==> src/rtl/stat_evt_pkg.sv <==
package stat_evt_pkg;

  localparam int STAT_W  = 8;
  localparam int COND_W  = 4;
  localparam int LCL_POS = 7;

  // Bits that carry status: the condition bits and the local-mode bit
  function automatic logic [31:0] impl_mask(input int cw, input int lp);
    logic [31:0] m;
    m = '0;
    for (int i = 0; i < cw; i++) m[i] = 1'b1;
    m[lp] = 1'b1;
    return m;
  endfunction

endpackage

==> src/rtl/stat_cond_delta.sv <==
module stat_cond_delta #(
  parameter int COND_W = 4
) (
  input  logic              clk_i,
  input  logic [COND_W-1:0] cond_i,
  output logic [COND_W-1:0] delta_o
);

  logic [COND_W-1:0] prev_q;

  // Previous sample; tracked through reset so no false change follows it
  always_ff @(posedge clk_i) begin
    prev_q <= cond_i;
  end

  assign delta_o = cond_i ^ prev_q;

endmodule

==> src/rtl/stat_enable_reg.sv <==
module stat_enable_reg #(
  parameter int          STAT_W = 8,
  parameter logic [STAT_W-1:0] IMPL = '1
) (
  input  logic              clk_i,
  input  logic              rst_i,
  input  logic              we_i,
  input  logic [STAT_W-1:0] wdata_i,
  output logic [STAT_W-1:0] en_o
);

  logic [STAT_W-1:0] en_q;

  always_ff @(posedge clk_i) begin
    if (rst_i)     en_q <= '0;
    else if (we_i) en_q <= wdata_i & IMPL;
  end

  assign en_o = en_q;


  en_hold_chk: assert property (@(posedge clk_i) disable iff (rst_i)
    !we_i |=> $stable(en_o));

endmodule

==> src/rtl/stat_event_latch.sv <==
module stat_event_latch #(
  parameter int STAT_W = 8
) (
  input  logic              clk_i,
  input  logic              rst_i,
  input  logic [STAT_W-1:0] hit_i,
  input  logic              clear_i,
  output logic [STAT_W-1:0] evt_o,
  output logic              srq_o
);

  logic [STAT_W-1:0] evt_q;
  logic [STAT_W-1:0] evt_next;
  logic [STAT_W-1:0] rise;
  logic              srq_q;

  // New hits are merged after the clear so a coincident event survives
  always_comb begin
    evt_next = (clear_i ? '0 : evt_q) | hit_i;
    rise     = evt_next & ~evt_q;
  end

  always_ff @(posedge clk_i) begin
    if (rst_i) begin
      evt_q <= '0;
      srq_q <= 1'b0;
    end else begin
      evt_q <= evt_next;
      srq_q <= |rise;
    end
  end

  assign evt_o = evt_q;
  assign srq_o = srq_q;


  evt_sticky_chk: assert property (@(posedge clk_i) disable iff (rst_i)
    !clear_i |=> ((evt_q & $past(evt_q)) == $past(evt_q)));


  evt_clear_keep_chk: assert property (@(posedge clk_i) disable iff (rst_i)
    clear_i |=> (evt_q == $past(hit_i)));


  srq_has_evt_chk: assert property (@(posedge clk_i) disable iff (rst_i)
    srq_o |-> (evt_q != '0));

endmodule

==> src/rtl/stat_event_top.sv <==
module stat_event_top
  import stat_evt_pkg::*;
#(
  parameter int COND_W  = stat_evt_pkg::COND_W,
  parameter int STAT_W  = stat_evt_pkg::STAT_W,
  parameter int LCL_POS = stat_evt_pkg::LCL_POS
) (
  input  logic              clk_i,
  input  logic              rst_i,
  input  logic [COND_W-1:0] cond_i,
  input  logic              lcl_press_i,
  input  logic              en_we_i,
  input  logic [STAT_W-1:0] en_wdata_i,
  input  logic              evt_rd_i,
  input  logic              clr_i,
  output logic [STAT_W-1:0] evt_o,
  output logic [STAT_W-1:0] en_o,
  output logic              srq_o
);

  localparam logic [31:0]       MASK32 = impl_mask(COND_W, LCL_POS);
  localparam logic [STAT_W-1:0] IMPL   = MASK32[STAT_W-1:0];

  logic [COND_W-1:0] delta;
  logic [STAT_W-1:0] en;
  logic [STAT_W-1:0] hit;
  logic [STAT_W-1:0] evt;
  logic              srq;
  logic              clear;

  stat_cond_delta #(.COND_W(COND_W)) u_delta (
    .clk_i   (clk_i),
    .cond_i  (cond_i),
    .delta_o (delta)
  );

  stat_enable_reg #(.STAT_W(STAT_W), .IMPL(IMPL)) u_enable (
    .clk_i   (clk_i),
    .rst_i   (rst_i),
    .we_i    (en_we_i),
    .wdata_i (en_wdata_i),
    .en_o    (en)
  );

  // Per-bit set sources: condition changes, the local button, or nothing
  for (genvar b = 0; b < STAT_W; b++) begin : g_hit
    if (b < COND_W) begin : g_cond
      assign hit[b] = delta[b] & en[b];
    end else if (b == LCL_POS) begin : g_lcl
      assign hit[b] = lcl_press_i & en[b];
    end else begin : g_rsvd
      assign hit[b] = 1'b0;
    end
  end

  assign clear = evt_rd_i | clr_i;

  stat_event_latch #(.STAT_W(STAT_W)) u_latch (
    .clk_i   (clk_i),
    .rst_i   (rst_i),
    .hit_i   (hit),
    .clear_i (clear),
    .evt_o   (evt),
    .srq_o   (srq)
  );

  assign evt_o = evt;
  assign en_o  = en;
  assign srq_o = srq;


  no_srq_zero_en_chk: assert property (@(posedge clk_i) disable iff (rst_i)
    (en_o == '0) |=> !srq_o);


  srq_on_rise_chk: assert property (@(posedge clk_i) disable iff (rst_i)
    srq_o == ((evt_o & ~$past(evt_o)) != '0));


  rsvd_zero_chk: assert property (@(posedge clk_i) disable iff (rst_i)
    ((evt_o | en_o) & ~IMPL) == '0);

endmodule

==> config.mk <==
export PLATFORM = sky130hd
export DESIGN_NAME = stat_event_top
export DESIGN_NICKNAME = d
export VERILOG_FILES = /design/src/rtl/stat_evt_pkg.sv /design/src/rtl/stat_cond_delta.sv /design/src/rtl/stat_enable_reg.sv /design/src/rtl/stat_event_latch.sv /design/src/rtl/stat_event_top.sv
export SDC_FILE = /design/constraint.sdc
export NUM_CORES = 1
export LEC_CHECK = 0
export BUFFER_PORTS_ARGS = -buffer_cell sky130_fd_sc_hd__clkbuf_2
export CAP_MARGIN = 20
export CELL_PAD_IN_SITES_DETAIL_PLACEMENT = 1
export CELL_PAD_IN_SITES_GLOBAL_PLACEMENT = 1
export CORE_UTILIZATION = 30
export DETAILED_ROUTE_END_ITERATION = 10
export GPL_ROUTABILITY_DRIVEN = 0
export HOLD_SLACK_MARGIN = 0.05
export PLACE_DENSITY_LB_ADDON = 0.1
export SYNTH_ARGS = -nofsm -noshare
export SYNTH_HDL_FRONTEND = slang
export SYNTH_SLANG_ARGS = --single-unit
==> constraint.sdc <==
create_clock -name clk_i -period 1.1 [get_ports clk_i]
set_input_delay 0.11 -clock clk_i [delete_from_list [all_inputs] [get_ports clk_i]]
set_output_delay 0.11 -clock clk_i [all_outputs]
set_load 0.01 [all_outputs]
======== After elaboration in Yosys (flattened, before gate mapping) ========
Index checks and enable logic that the tools add are counted.
word-level totals
  register bits ........................... 18
  word-level logic and storage cells ...... 16
  output and inout bits ................... 17
cells by class
  multiplexer cells ....................... 1
  bitwise logic cells ..................... 10
  reduce and logical (&&, ||, !) cells .... 1
operators with widths
  kind                number
  8-bit bitwise AND   1
  8-bit two-way mux   1
  8-bit NOT           1
  8-bit bitwise OR    1
  8-bit OR reduction  1
  1-bit bitwise AND   5
  4-bit XOR           1
  1-bit bitwise OR    1

======== Logic depth before layout (Yosys ltp) ========
  depth after elaboration ................. 5
  gate-level depth with buffers ........... 3
  depth with buffers taken out ............ 3

======== Cells and area by module ========
From an unflattened synthesis, not the netlist that was laid out.
second synthesis, totals
  cell total of the unflattened synthesis .. 74
  area total of the unflattened synthesis .. 694.4 um^2
modules (own cells, without submodules)
  module            instances  cells each  area each (um^2)
  stat_event_latch  1          39          331.6
  stat_enable_reg   1          20          206.4
  stat_cond_delta   1          8           115.1
  stat_event_top    1          7           41.3

======== Worst setup path after synthesis ========
No wires, ideal clock.
  path kind ............................... register -> register
  start point ............................. register u_enable.en_q[1], in the netlist u_enable.en_o[1]
  end point ............................... register u_latch.srq_q, in the netlist u_latch.srq_o
  slack ................................... 0.227 ns
  data required time ...................... 0.967 ns
  arrival ................................. 0.740 ns
  stages on the path, launching flop included .. 4
  cell sequence ........................... dfxtp_1 -> nor2b_1 -> a2bb2oi_1 -> a41oi_2
between the ends
  cells in the longest elaborated chain, start to end .. 4
ends and longest elaborated chain
  item                    line                    text
  start, declared         stat_enable_reg.sv:12   logic [STAT_W-1:0] en_q;
  start signal, assigned  stat_enable_reg.sv:16   else if (we_i) en_q <= wdata_i & IMPL;
  1-bit bitwise AND       stat_event_top.sv:48    assign hit[b] = delta[b] & en[b];
  8-bit bitwise OR        stat_event_latch.sv:19  evt_next = (clear_i ? '0 : evt_q) | hit_i;
  8-bit bitwise AND       stat_event_latch.sv:20  rise = evt_next & ~evt_q;
  8-bit OR reduction      stat_event_latch.sv:29  srq_q <= |rise;
  end signal, assigned    stat_event_latch.sv:29
  end, declared           stat_event_latch.sv:15  logic srq_q;
No other way between the ends.
A chain may end at the register's enable or synchronous reset.

======== Final worst setup path ========
  start point ............................. input port cond_i[1]
  end point ............................... register u_latch.srq_q, in the netlist u_latch.srq_o
between the ends
  cells in the longest elaborated chain, start to end .. 5
ends and longest elaborated chain
  item                line                    text
  start, declared     stat_event_top.sv:10    input logic [COND_W-1:0] cond_i,
  4-bit XOR           stat_cond_delta.sv:16   assign delta_o = cond_i ^ prev_q;
  1-bit bitwise AND   stat_event_top.sv:48
  8-bit bitwise OR    stat_event_latch.sv:19
  8-bit bitwise AND   stat_event_latch.sv:20
  8-bit OR reduction  stat_event_latch.sv:29
No other way between the ends.

==> impl_results.md <==
- Status: finished, final reports clean
- CTS Buffer Depth: 2
- Min cycle time layout: 1040 ps
- Cells after DPL: 114
- Critical Path End Type: register
- Crit path required time: 1280 ps
- CTS clk-pin slew, worst paths: around 100 ps
- Leakage: 0.437 nW
- Largest net degree at the start of global routing: 12
- Avg WL per Cell: roughly 11 um
- Number of global-route vias before repair: approximately 480
- Fin. max-slew vios: 0
- CTS H-Tree Depth: 1
- Critical path arrival: about 1200 ps
- Switching power of the nets: 0.304 mW
- Hold_ws: about 57 ps
- Clock latency at the later pin of the worst-skew pair: just under 300 ps
- Synthesis Warnings: 0
- Hold Crit Class: in -> reg
- Flop pwr share: 55.0%
- Initial drt markers: 5
- Crit-path slowest cell: dlygate4sd3_1
- DP HPWL: about 1000 um
- Num CTS Buffers: 3
- Critical Path Source: cond_i[1]
- Post-layout util: 46.3%
- Ports: 35
- CTS tree: built
- Fmax: 960 MHz
- Die Y: 48.2 um
- Yosys reg bits: 18
- Yosys top cell by area: dfxtp_1
- Crit path depth: 5
- Post-route DRC: 0
- Layout cells sized above 1: 36.7%
- CTS Sinks: 18
- Final ANT Viol Nets: 0
- Routed via count: 526
- Chip Width: 48.2 um
- Final setup violation count: 0
- FF-to-FF End: u_latch.srq_o$_SDFF_PP0_
- Global Route Usage Sum: a little over an eighth
- Yosys top cell area share: 56.4%
- Tot Pwr: between 1 and 1.5 mW
- Final hold viol count: 0
- Clock power share: 32.5%
- Fin cells: 125
- Initial core utilization: 32.3%
- First-pass GRT wire length: 2060 um
- Worst setup path class: in -> reg
- Setup Fix Bufs, Post-CTS: 0
- # rows: 16
- Worst stage delay on the critical path: 530 ps
- PortBufs: 28
- Total placed instance area: ~800 sq um
- Ys async rst share: 0%
- Mapped cell area: 639 sq um
- Cells along the critical path: dlygate4sd3_1 -> clkbuf_2 -> xor2_1 -> a2bb2oi_1 -> a41oi_2
- Delay-heaviest family, CP: buffers and inverters
- Synth Area in Simple Gates: between 15 and 20%
- Synth Area in XOR/XNOR: 5.48%
- Ys flop type: dfxtp_1
- Setup ws final: 58.6 ps
- Combinational power share: 12.5%
- MaxCap Viol Count: 0
- Period utilization: 94.7%
- Vias per cell: roughly 4.2
- Clock Skew: 1.40 ps
- Layout area overhead: 43.4%
- Most frequent cell after synthesis: dfxtp_1
- Worst setup path endpoint: u_latch.srq_o$_SDFF_PP0_
- Setup TNS: 0 ps
- DRT Wirelength: 1400 um
- Router iterations before antenna repair: 2
- Post-synth EDFFs: 0
- Die area: 0.00232 sq mm
- Synth Area in Compound Gates: 9.39%
- Max VDD drop: 0.762 mV
- Top cells by count, synth: 18 x dfxtp_1, 10 x nor2_1, 5 x mux2i_1
- Post-Synthesis Cells: 60
- Bufs and invs on worst path: 2
- Setup WS pre-CTS: around 190 ps
- Cell variety after synth: 16
- Initial antenna violation count: 0
- Sw frac: 23.9%
- Post-synthesis mux area share: 7.83%
- Core area: 0.00198 sq mm
- Sequential share of the synthesized area: 56.4%
- Internal cell power: 0.965 mW
- Layout Cell Area excl Fill: 917 sq um
- Pwr per Cell Area: approximately 1400 mW/mm^2
- Synthesized area per cell: 10.7 sq um
- Largest family of logic cells by synthesized area: simple AND/OR/NAND/NOR gates
- # diodes: 0
- Gr ovfl total: 0
- Element type at the critical path start: input pin
- Root Driver: clkbuf_4
- R2r setup slk: ~180 ps
- Adder-Cell Fraction of Synth Area: 0%
- RSZ-0062 raised after global routing: false
- Synth area leaders: dfxtp_1 56%, mux2i_1 7.8%, nor2_1 5.9%
- R2R Path Start: u_delta.prev_q[1]$_DFF_P_
- Crit-path max FO: 2
- Final net count: 117
- Reg2Reg Depth: 3
[worst reg2reg max path, stage by stage (launching register included)]
cell       delay, ps
dfxtp_1          330
xor2_1           170
a2bb2oi_1        180
a41oi_2          120
[layout make-up]
class	instances	area (sq um)
sequential	18	360
clock buffer	4	36.3
fill	224	1060
multi-input combinational	39	262
timing repair buffer	37	225
tap	27	33.8
[cells in the final DEF (no fill, tap or decap)]
master	n
a21oi_1	1
a22oi_1	4
a2bb2oi_1	1
a41oi_2	1
and2_1	3
buf_4	2
clkbuf_2	28
clkbuf_4	3
clkbuf_8	1
conb_1	3
dfxtp_1	18
dlygate4sd3_1	7
mux2i_1	5
nand2_1	2
nand3b_1	3
nor2_1	10
nor2b_1	1
nor3_1	1
xor2_1	3
xor2_2	1
[registers in the layout (all words and copies together), names as in the netlist]
register and count:
u_enable.en_o 5, u_latch.srq_o 1, u_latch.evt_o 8, u_delta.prev_q 4
[power by group through the flow]
stage                     clock [mW]  combinational, mW  sequential (mW)
final                          0.412              0.158            0.698
after global routing           0.436              0.177            0.702
after CTS                      0.426              0.159            0.698
after detailed placement           0              0.139            0.713
after global placement             0              0.136            0.712
after floorplan                    0             0.0721            0.720
[worst min-delay path by stage]
stage / start / to / depth (start not counted)
floorplan: cond_i[0] / u_delta.prev_q[0]$_DFF_P_ / 0
global placement: cond_i[1] / u_delta.prev_q[1]$_DFF_P_ / 1
detailed placement: cond_i[2] / u_delta.prev_q[2]$_DFF_P_ / 1
CTS: en_wdata_i[7] / u_enable.en_o[7]$_SDFFE_PP0P_ / 3
global route: en_wdata_i[7] / u_enable.en_o[7]$_SDFFE_PP0P_ / 3
finish: en_wdata_i[7] / u_enable.en_o[7]$_SDFFE_PP0P_ / 3
[timing repair]
item | 4_1_cts | 5_1_grt
resized for setup | 0 | 1
setup endpoints to repair | 0 | 1
endpoints found under the hold margin | 7 | 0
hold buffers | 7 | 0
[routing by layer]
layer | part of all wire [%] | GRT usage (%) | vias up
met1 | 45 | 16.2 | 233
li1 | - | - | 272
met5 | 0 | 0 | -
met4 | 2.9 | 8.33 | 0
met2 | 47 | 21.6 | 17
met3 | 4.4 | 3.33 | 4
[cells by family after synthesis]
| group | Yosys count |
|---|---|
| AO/OA/AOI/OAI | 7 |
| XOR/XNOR | 4 |
| buffers and inverters | 5 |
| flip-flops | 18 |
| multiplexers | 5 |
| other | 1 |
| AND/OR/NAND/NOR | 20 |
No activity file was read; power rests on OpenSTA's default activity.
